$ cat src/rtl/ctr_pkg.sv
package ctr_pkg;
  typedef enum logic [1:0] {
    OP_HOLD  = 2'd0,
    OP_COUNT = 2'd1,
    OP_LOAD  = 2'd2
  } slice_op_e;

  function automatic slice_op_e pick_op(input logic load_n, input logic enp, input logic ent);
    if (!load_n)          return OP_LOAD;
    else if (enp && ent)  return OP_COUNT;
    else                  return OP_HOLD;
  endfunction
endpackage

$ cat src/rtl/ctr_slice_next.sv
module ctr_slice_next
  import ctr_pkg::*;
#(
  parameter int W = 4
) (
  input  logic         load_n,
  input  logic         enp,
  input  logic         ent,
  input  logic [W-1:0] d,
  input  logic [W-1:0] q,
  output logic [W-1:0] q_next
);
  slice_op_e op;

  always_comb begin
    op = pick_op(load_n, enp, ent);
    unique case (op)
      OP_LOAD:  q_next = d;
      OP_COUNT: q_next = q + W'(1);
      default:  q_next = q;
    endcase
  end
endmodule

$ cat src/rtl/ctr_slice.sv
module ctr_slice #(
  parameter int W = 4
) (
  input  logic         clk,
  input  logic         clear_n,
  input  logic         load_n,
  input  logic         enp,
  input  logic         ent,
  input  logic [W-1:0] d,
  output logic [W-1:0] q,
  output logic         tc
);
  logic [W-1:0] q_next;

  ctr_slice_next #(.W(W)) u_next (
    .load_n (load_n),
    .enp    (enp),
    .ent    (ent),
    .d      (d),
    .q      (q),
    .q_next (q_next)
  );

  always_ff @(posedge clk or negedge clear_n) begin
    if (!clear_n) q <= '0;
    else          q <= q_next;
  end

  assign tc = ent & (&q);

  assert_load_copies_R3: assert property (@(posedge clk) disable iff (!clear_n)
    !load_n |=> q == $past(d));

  assert_count_step_R4: assert property (@(posedge clk) disable iff (!clear_n)
    (load_n && enp && ent) |=> q == W'($past(q) + W'(1)));

  assert_hold_value_R5: assert property (@(posedge clk) disable iff (!clear_n)
    (load_n && !(enp && ent)) |=> $stable(q));
endmodule

$ cat src/rtl/cascade_counter.sv
module cascade_counter #(
  parameter int STAGES  = 3,
  parameter int SLICE_W = 4
) (
  input  logic                       clk,
  input  logic                       clear_n,
  input  logic                       load_n,
  input  logic                       enp,
  input  logic                       ent,
  input  logic [STAGES*SLICE_W-1:0]  load_data,
  output logic [STAGES*SLICE_W-1:0]  count,
  output logic                       tc_out
);
  localparam int TOTAL_W = STAGES * SLICE_W;

  logic [STAGES:0] carry;
  assign carry[0] = ent;

  for (genvar k = 0; k < STAGES; k++) begin : g_stage
    ctr_slice #(.W(SLICE_W)) u_slice (
      .clk     (clk),
      .clear_n (clear_n),
      .load_n  (load_n),
      .enp     (enp),
      .ent     (carry[k]),
      .d       (load_data[k*SLICE_W +: SLICE_W]),
      .q       (count[k*SLICE_W +: SLICE_W]),
      .tc      (carry[k+1])
    );

    if (k > 0) begin : g_carry_chk
      assert_carry_boundary_R8: assert property (@(posedge clk) disable iff (!clear_n)
        (load_n && !(&count[k*SLICE_W-1:0])) |=> $stable(count[k*SLICE_W +: SLICE_W]));
    end
  end

  assign tc_out = carry[STAGES];

  assert_tc_needs_full_R6: assert property (@(posedge clk) disable iff (!clear_n)
    tc_out |-> (ent && count == {TOTAL_W{1'b1}}));

  assert_tc_when_full_R6: assert property (@(posedge clk) disable iff (!clear_n)
    (ent && count == {TOTAL_W{1'b1}}) |-> tc_out);
endmodule

$ cat config.mk
export PLATFORM = sky130hd
export DESIGN_NAME = cascade_counter
export DESIGN_NICKNAME = d
export VERILOG_FILES = /design/src/rtl/ctr_pkg.sv /design/src/rtl/ctr_slice_next.sv /design/src/rtl/ctr_slice.sv /design/src/rtl/cascade_counter.sv
export SDC_FILE = /design/constraint.sdc
export NUM_CORES = 1
export LEC_CHECK = 0
export BUFFER_PORTS_ARGS = -buffer_cell sky130_fd_sc_hd__buf_2
export CORE_MARGIN = 4
export CORE_UTILIZATION = 44
export DETAILED_ROUTE_END_ITERATION = 8
export PLACE_DENSITY_LB_ADDON = 0.15
export SLEW_MARGIN = 20
export SYNTH_ARGS = -nofsm -noshare
export SYNTH_HDL_FRONTEND = slang
export SYNTH_HIERARCHICAL = 1
export SYNTH_SLANG_ARGS = --single-unit
$ cat constraint.sdc
create_clock -name clk -period 2.14 [get_ports clk]
set_clock_uncertainty 0.2 [all_clocks]
set_input_delay 0.321 -clock clk [delete_from_list [all_inputs] [get_ports clk]]
set_output_delay 0.321 -clock clk [all_outputs]
set_load 0.01 [all_outputs]
==> results of run 1 <==
## cells by family (layout without fill, tap and decap cells)
logic type | count (synthesis) | after routing
AND/OR/NAND/NOR | 33 | 33
AO/OA/AOI/OAI | 15 | 15
adder cells (fa/ha/maj) | 3 | 3
flip-flops | 12 | 12
buffers and inverters | 3 | 36
multiplexers | 3 | 3
XOR/XNOR | 6 | 6
## per-stage QoR
stage	hold WS [ns]	total power (W)	setup slack [ns]	util [%]
6_report	0.0929	0.000594	0.129	66.6
5_1_grt	0.0881	0.000634	-0.0607	66.6
4_1_cts	0.0842	0.000589	0.0153	63.7
3_5_place_dp	0.0155	0.000406	0.237	60.2
3_3_place_gp	0.0164	0.000402	0.304	60.2
2_1_floorplan	-0.175	0.000347	0.318	-
## final cells by class
cell class	count	area (sq um)	share of cell area, %
tap	15	18.8	2.09
sequential	12	300	33.4
timing repair buffer	32	170	18.9
clock buffer	4	36.3	4.03
multi-input combinational	60	374	41.6
## final timing paths
path | from | to | slack, ns | cells past startpoint
hold reg to reg | g_stage[2].u_slice/q[3]$_DFF_PN0_ | g_stage[2].u_slice/q[3]$_DFF_PN0_ | 0.40 | 2
hold / removal | load_data[10] | g_stage[2].u_slice/q[2]$_DFF_PN0_ | 0.09 | 3
setup reg to reg | g_stage[0].u_slice/q[0]$_DFF_PN0_ | g_stage[2].u_slice/q[3]$_DFF_PN0_ | 0.35 | 7
setup / recovery | g_stage[0].u_slice/q[0]$_DFF_PN0_ | tc_out | 0.13 | 7
max in group asynchronous | clear_n | g_stage[0].u_slice/q[0]$_DFF_PN0_ | 1.28 | 2
min in group asynchronous | clear_n | g_stage[2].u_slice/q[2]$_DFF_PN0_ | 0.25 | 2
## synth_stat cells
cell	instances	share of area (%)
a21oi_1	9	6.8
or3_1	3	2.8
clkbuf_1	3	1.7
nand2_2	3	2.8
o21ai_0	3	2.3
nand3_1	9	6.8
dfrtp_1	12	45
mux2i_1	3	4.5
nand2_1	3	1.7
xor2_1	6	8.0
a31oi_1	3	2.8
ha_1	3	5.7
nor2_1	15	8.5
## per-layer routing
metal / global-route usage (%) / vias to the layer above
met5: 0 / -
met4: 8.29 / 0
li1: - / 326
met1: 19.2 / 298
met3: 3.45 / 2
met2: 24.7 / 21
## power by group
| part | leakage, nW | switching (W) | internal [W] |
|---|---|---|---|
| clock | 0.0210 | 0.0000765 | 0.000103 |
| sequential | 0.134 | 0.0000307 | 0.000250 |
| combinational | 0.267 | 0.0000707 | 0.0000632 |
## what timing repair did
action | 4_1_cts | 5_1_grt
hold endpoints to repair | 12 | 0
buffers inserted | 0 | 2
endpoints found under the setup margin | 0 | 1
gates resized for setup | 0 | 6
hold buffers | 1 | 0
## worst min-delay path: cells and delay by family
family | cells | cell delay [ns]
simple gates | 1 | 0.03
compound gates | 1 | 0.10
buf+inv | 1 | 0.07
==> impl_metrics.toml, run 1 <==
[power]
peakVddDrop_v = 0.000429
leakagePower_nw = 0.422
power.density_nw_per_um2 = 661

[finish]
top_regs = "g_stage.u_slice/q: 12 flops"
nets = 129
mostFrequentLayoutCells = "29 x buf_2, 13 x nor2_1, 12 x dfrtp_1, 9 x a21oi_1, 7 x nand3_1"
drive_above_1_share_pct = 38.9
regMostFlops = "g_stage.u_slice/q"
largest_register_ffs = 12
layout_commonest_cell = "buf_2"
n_antenna_cell = 0
fin_cells = 123
area_growth_pct = 36.2
fillerInstances = 117
fin_area_sq_um = 900

[placed_design]
placed_area_sq_um = 813
dp.cells = 116
portBuffers = 29
dp_hpwl_microns = 1110
gp_congestion = 0.783

[logic_synthesis]
synth-compound-area-share_pct = 11.9
ys_ff_latch = 12
synth_nets = 95
synth_area_sq_um = 661
synth_warnings = 6
yosys.area_share.simple_pct = 22.7
yosys.area_share.adder_pct = 5.68
synth_cell_types = 13
synthXorXnorAreaFrac_pct = 7.95
syn_avg_cell_area_sq_um = 8.81
ys_seq_area_share_pct = 45.5
synth_top_family_by_area = "simple AND/OR/NAND/NOR gates"
syn-instance-count = 75
synth_mux_area_share_pct = 4.55

[worst_setup_path]
cp_slowest_stage_delay_ns = 0.43
worst-path-buf-inv = 1
crit_chain = "nand3_2 > nor2_4 > nand3_2 > nor2_4 > nand3_1 > nor2_1 > buf_2"
startpoint_type = "flop"
crit_type = "reg2out"
crit_family = "simple AND/OR/NAND/NOR gates"
required_ns = 1.62
cp_slowest_cell = "dfrtp_1"
end_kind = "output pin"
crit_arrival_ns = 1.49
path_max_fanout = 4

[routing]
drtIter0Drc = 9
wl_met3_microns = 115
wire_per_inst_microns = 12.4
wl_met1_microns = 659
dr.max_layer_used = "met4"
met2WireLength_microns = 745
first_pass_iters = 2
ant_nets = 0
routed_wirelength_microns = 1530
vias = 647
viasPerCell = 5.26
drc = 0

[clock_network]
cts_tree = "done"
root_buffer = "clkbuf_4"
cts_buffer_depth = 2
cts_max_level = 1
cts_sinks = 12
clk_latency_ns = 0.27
cts_buffers = 3
clkSlewWorstSetupHoldPaths_ns = 0.08

[floorplan]
core_area_sq_um = 1350
row_count = 13
initial_core_util_pct = 48.9
die_w_microns = 46.8
die-height_microns = 46.8
die_area_sq_um = 2190
io_pins = 30

[timing]
maxSlewHeadroom_pct = 74.8
finalCritPeriodShare_pct = 94.0
worst_pin_slew_ns = 0.378
fmax_mhz = 497
finalHoldViolCount = 0
finalMaxSlewViolations = 0
fin_setup_tns_ns = 0
finalSetupViolCount = 0
post-route-min-period_ns = 2.01

[global_routing]
grt_pass1_wl_microns = 2380
gr-usage-all-layers_pct = 15.4
grt_pass1_vias = 578
antenna_found_initial = 0
grt_max_degree = 25
grt.overflow.total = 0

[outcome]
status = "complete, no violations"

[min_path]
hp-class = "in2reg"

[flow_run]
max_cap_violations = 0
No activity file was read; power rests on OpenSTA's default activity.
==> run 2, diff against run 1 <==
--- a/config.mk
+++ b/config.mk
@@ -9,6 +9,7 @@
 export CORE_MARGIN = 4
 export CORE_UTILIZATION = 44
 export DETAILED_ROUTE_END_ITERATION = 8
+export HOLD_SLACK_MARGIN = 0.15
 export PLACE_DENSITY_LB_ADDON = 0.15
 export SLEW_MARGIN = 20
 export SYNTH_ARGS = -nofsm -noshare
==> run 2 against run 1 <==
Utilization up 8.5 points. Highest routed layer unchanged. First-iteration DRC count up 22%. Fmax down 1.3%. Sequential power about the same. Critical path type unchanged.
==> impl_metrics.toml, run 2 (synthesis gave the netlist of run 1 again) <==
[clock_network]
cts_buffer_depth = 2
cts_tree = "done"
root_buffer = "clkbuf_4"
clkSlewWorstSetupHoldPaths_ns = 0.08
cts_buffers = 3
clk_latency_ns = 0.27
cts_sinks = 12
cts_max_level = 1

[global_routing]
grt_max_degree = 25
grt.overflow.total = 0
antenna_found_initial = 0
gr-usage-all-layers_pct = 16.8
grt_pass1_wl_microns = 2590
grt_pass1_vias = 636

[worst_setup_path]
path_common_cell = "nand3_2"
end_kind = "output pin"
startpoint_type = "flop"
cp_slowest_stage_delay_ns = 0.44
crit_family = "simple AND/OR/NAND/NOR gates"
cp-startpoint = "g_stage[0].u_slice/q[1]$_DFF_PN0_"
rr_startpoint = "g_stage[0].u_slice/q[1]$_DFF_PN0_"
cp_slowest_cell = "dfrtp_1"
crit_chain = "nand3_2 > nor2_4 > nand3_2 > nor2_2 > nand3_1 > nor2_1 > buf_2"
crit_arrival_ns = 1.52
path_max_fanout = 5
worst-path-buf-inv = 1
required_ns = 1.62
crit_type = "reg2out"

[routing]
ant_nets = 0
wire_per_inst_microns = 12.5
drtIter0Drc = 11
routed_wirelength_microns = 1690
first_pass_iters = 4
viasPerCell = 5.04
vias = 681
drc = 0

[timing]
post-route-min-period_ns = 2.04
holdWs_ns = 0.245
finalHoldViolCount = 0
finalCritPeriodShare_pct = 95.2
maxSlewHeadroom_pct = 74.7
fin_setup_tns_ns = 0
finalSetupViolCount = 0
finalMaxSlewViolations = 0
fmax_mhz = 491
worst_pin_slew_ns = 0.379

[finish]
regMostFlops = "g_stage.u_slice/q"
fin_area_sq_um = 1010
top_regs = "g_stage.u_slice/q: 12 flops"
fin_cells = 135
mostFrequentLayoutCells = "29 x buf_2, 13 x nor2_1, 13 x dlygate4sd3_1, 12 x dfrtp_1, 9 x a21oi_1"
drive_above_1_share_pct = 35.0
n_antenna_cell = 0
area_growth_pct = 53.6
nets = 141
layout_commonest_cell = "buf_2"
largest_register_ffs = 12

[power]
leakagePower_nw = 0.472
power_w = 0.000612
peakVddDrop_v = 0.000443
power.density_nw_per_um2 = 604

[floorplan]
die_area_sq_um = 2190
die-height_microns = 46.8
die_w_microns = 46.8
initial_core_util_pct = 48.9
core_area_sq_um = 1350
row_count = 13
io_pins = 30

[placed_design]
placed_area_sq_um = 813
gp_congestion = 0.783
portBuffers = 29
dp_hpwl_microns = 1110
dp.cells = 116

[flow_run]
max_cap_violations = 0

[min_path]
hp-class = "in2async"

[outcome]
status = "complete, no violations"
-- run 2: repair_timing --
| item | CTS | global route |
|---|---|---|
| resized for setup | 0 | 5 |
| endpoints found under the setup margin | 0 | 1 |
| endpoints found under the hold margin | 24 | 0 |
| setup buffers | 0 | 2 |
| hold buffers | 13 | 0 |
-- run 2: path summary, 6_finish.rpt --
kind                                                          end  slack, ns  depth (start not counted)
worst max-delay path                                       tc_out       0.10                          7
worst min-delay path            g_stage[2].u_slice/q[2]$_DFF_PN0_       0.25                          2
max in group asynchronous       g_stage[1].u_slice/q[3]$_DFF_PN0_       1.28                          2
min in group clk                g_stage[2].u_slice/q[2]$_DFF_PN0_       0.28                          2
worst min register to register  g_stage[2].u_slice/q[3]$_DFF_PN0_       0.41                          2
worst max register to register  g_stage[2].u_slice/q[3]$_DFF_PN0_       0.32                          7
-- run 2: layer usage --
layer  vias to the layer above  track usage [%]  share of wire, %
li1                        349                -                 -
met5                         -                0                 0
met3                         2             3.83               6.6
met1                       309             20.2                44
met4                         0             8.29              0.71
met2                        21             28.3                49
-- run 2: cell type report --
cell class	instances	area [sq um]
well taps	15	18.8
multi-input cells	60	369
clock buffers	4	36.3
flip-flops and latches	12	300
fillers	103	335
repair buffers	44	290
-- run 2: through the flow --
step | util [%] | setup WS [ns]
5_1_grt | 75.2 | -0.0301
6_report | 75.2 | 0.102
4_1_cts | 72.6 | 0.0153
2_1_floorplan | - | 0.318
3_5_place_dp | 60.2 | 0.237
3_3_place_gp | 60.2 | 0.304
-- run 2: where the power goes --
group	internal [W]	switching (W)
clock	0.000103	0.0000773
combinational	0.0000772	0.0000732
sequential	0.000250	0.0000317
-- run 2: worst register-to-register path: stages, from the launching register on --
cell,delay [ns]
dfrtp_1,0.44
nand3_2,0.12
nor2_4,0.15
nand3_2,0.07
nor2_2,0.16
nand2_2,0.10
or3_1,0.35
a31oi_1,0.16
==> run 3, diff against run 2 <==
--- a/config.mk
+++ b/config.mk
@@ -11,6 +11,7 @@
 export DETAILED_ROUTE_END_ITERATION = 8
 export HOLD_SLACK_MARGIN = 0.15
 export PLACE_DENSITY_LB_ADDON = 0.15
+export RECOVER_POWER = 100
 export SLEW_MARGIN = 20
 export SYNTH_ARGS = -nofsm -noshare
 export SYNTH_HDL_FRONTEND = slang
==> run 3 against run 2 <==
Power is 0.36% lower. Clock power barely moved. Worst hold slack improved by 0.037 ns. Largest power group unchanged. Non-clock buffer count unchanged. Final cell count is the same. Sequential power hardly changed. Critical endpoint unchanged. Global-route usage unchanged. First-iteration DRC count unchanged. Routed wire length is 0.53% higher. Setup slack is essentially flat. Critical path depth unchanged.
==> impl_metrics.toml, run 3 (synthesis gave the netlist of run 1 again) <==
[routing]
viasPerCell = 5.04
first_pass_iters = 4
wire_per_inst_microns = 12.6
wl_met1_microns = 753
routed_wirelength_microns = 1700
drc = 0
ant_nets = 0
wl_met3_microns = 113
vias = 681
drtIter0Drc = 11
met2WireLength_microns = 822
dr.max_layer_used = "met4"

[clock_network]
clk_latency_ns = 0.27
root_buffer = "clkbuf_4"
cts_max_level = 1
cts_tree = "done"
clkSlewWorstSetupHoldPaths_ns = 0.08
cts_sinks = 12
cts_buffers = 3
cts_buffer_depth = 2

[worst_setup_path]
cp_slowest_cell = "dfrtp_1"
cp_slowest_stage_delay_ns = 0.44
path_max_fanout = 5
crit_type = "reg2out"
cp-startpoint = "g_stage[0].u_slice/q[1]$_DFF_PN0_"
required_ns = 1.62
end_kind = "output pin"
startpoint_type = "flop"
path_common_cell = "nand3_2"
rr_startpoint = "g_stage[0].u_slice/q[1]$_DFF_PN0_"
crit_chain = "nand3_2 > nor2_4 > nand3_2 > nor2_2 > nand3_1 > nor2_1 > buf_2"
crit_arrival_ns = 1.52

[floorplan]
initial_core_util_pct = 48.9
io_pins = 30
die_w_microns = 46.8
die_area_sq_um = 2190
die-height_microns = 46.8
core_area_sq_um = 1350
row_count = 13

[global_routing]
grt_max_degree = 25
grt.overflow.total = 0
grt_pass1_wl_microns = 2590
gr-usage-all-layers_pct = 16.8
grt_pass1_vias = 636
antenna_found_initial = 0

[finish]
final_util_pct = 74.6
n_antenna_cell = 0
largest_register_ffs = 12
drive_above_1_share_pct = 30.0
top_regs = "g_stage.u_slice/q: 12 flops"
area_growth_pct = 52.5
fin_cells = 135
nets = 141
fillerInstances = 108
mostFrequentLayoutCells = "23 x buf_2, 13 x nor2_1, 13 x dlygate4sd3_1, 12 x dfrtp_1, 9 x a21oi_1"
layout_commonest_cell = "buf_2"
regMostFlops = "g_stage.u_slice/q"

[min_path]
holdCritStartpoint = "load_n"
hp-class = "in2reg"

[flow_run]
max_cap_violations = 0

[outcome]
status = "complete, no violations"

[placed_design]
dp.cells = 116
portBuffers = 29
gp_congestion = 0.783
dp_hpwl_microns = 1110

[timing]
post-route-min-period_ns = 2.04
worst_pin_slew_ns = 0.649
fmax_mhz = 491
finalMaxSlewViolations = 0
finalHoldViolCount = 0
finalCritPeriodShare_pct = 95.2
maxSlewHeadroom_pct = 56.7
finalSetupViolCount = 0

[power]
peakVddDrop_v = 0.000443
leakagePower_nw = 0.457
power.density_nw_per_um2 = 606
power_w = 0.000610
## run 3: changes by cell type in the layout (fill, tap and decap cells not counted)
cell	delta
buf_2	-6
clkbuf_1	+6
## run 3: final timing paths
kind / slack, ns / to / cells after the start
setup reg to reg: 0.32 / g_stage[2].u_slice/q[3]$_DFF_PN0_ / 7
max in group asynchronous: 0.95 / g_stage[1].u_slice/q[3]$_DFF_PN0_ / 2
min in group asynchronous: 0.38 / g_stage[2].u_slice/q[2]$_DFF_PN0_ / 2
setup / recovery: 0.10 / tc_out / 7
hold / removal: 0.28 / g_stage[2].u_slice/q[2]$_DFF_PN0_ / 2
hold reg to reg: 0.41 / g_stage[2].u_slice/q[3]$_DFF_PN0_ / 2
## run 3: routing by layer
metal / vias to the layer above / global-route usage, %
li1: 349 / -
met1: 309 / 20.2
met2: 21 / 28.3
met3: 2 / 3.83
met4: 0 / 8.29
met5: - / 0
## run 3: metrics by stage
stage	setup TNS (ns)	hold slack, ns	cell area [sq um]	setup WS (ns)
after floorplan	0	-0.175	661	0.318
after global placement	0	0.0164	813	0.304
after detailed placement	0	0.0155	813	0.237
after CTS	0	0.253	980	0.0153
after global routing	-0.0301	0.304	1010	-0.0301
final	0	0.282	1010	0.102
## run 3: area by class of cell
cell class              instances  area [sq um]  area share, %
repair buffers                 44           283           28.1
well taps                      15          18.8           1.86
flip-flops and latches         12           300           29.8
multi-input cells              60           369           36.6
clock buffers                   4          36.3           3.60
## run 3: power breakdown
group / internal, W / total [W] / leakage, nW / switching (W)
registers: 0.000250 / 0.000282 / 0.134 / 0.0000322
logic: 0.0000744 / 0.000148 / 0.302 / 0.0000733
clock network: 0.000103 / 0.000181 / 0.0210 / 0.0000773
total: 0.000428 / 0.000610 / 0.457 / 0.000183
## run 3: worst max-delay path: cells and delay by family, from the launching register on
family / cells / cell delay (ns)
and+or+nand+nor: 6 / 0.68
buffers and inverters: 1 / 0.13
DFF: 1 / 0.44
## run 3: what timing repair did
item	4_1_cts	5_1_grt
endpoints found under the setup margin	0	1
setup buffers	0	2
gates resized for setup	0	5
hold endpoints to repair	24	0
hold buffers	13	0
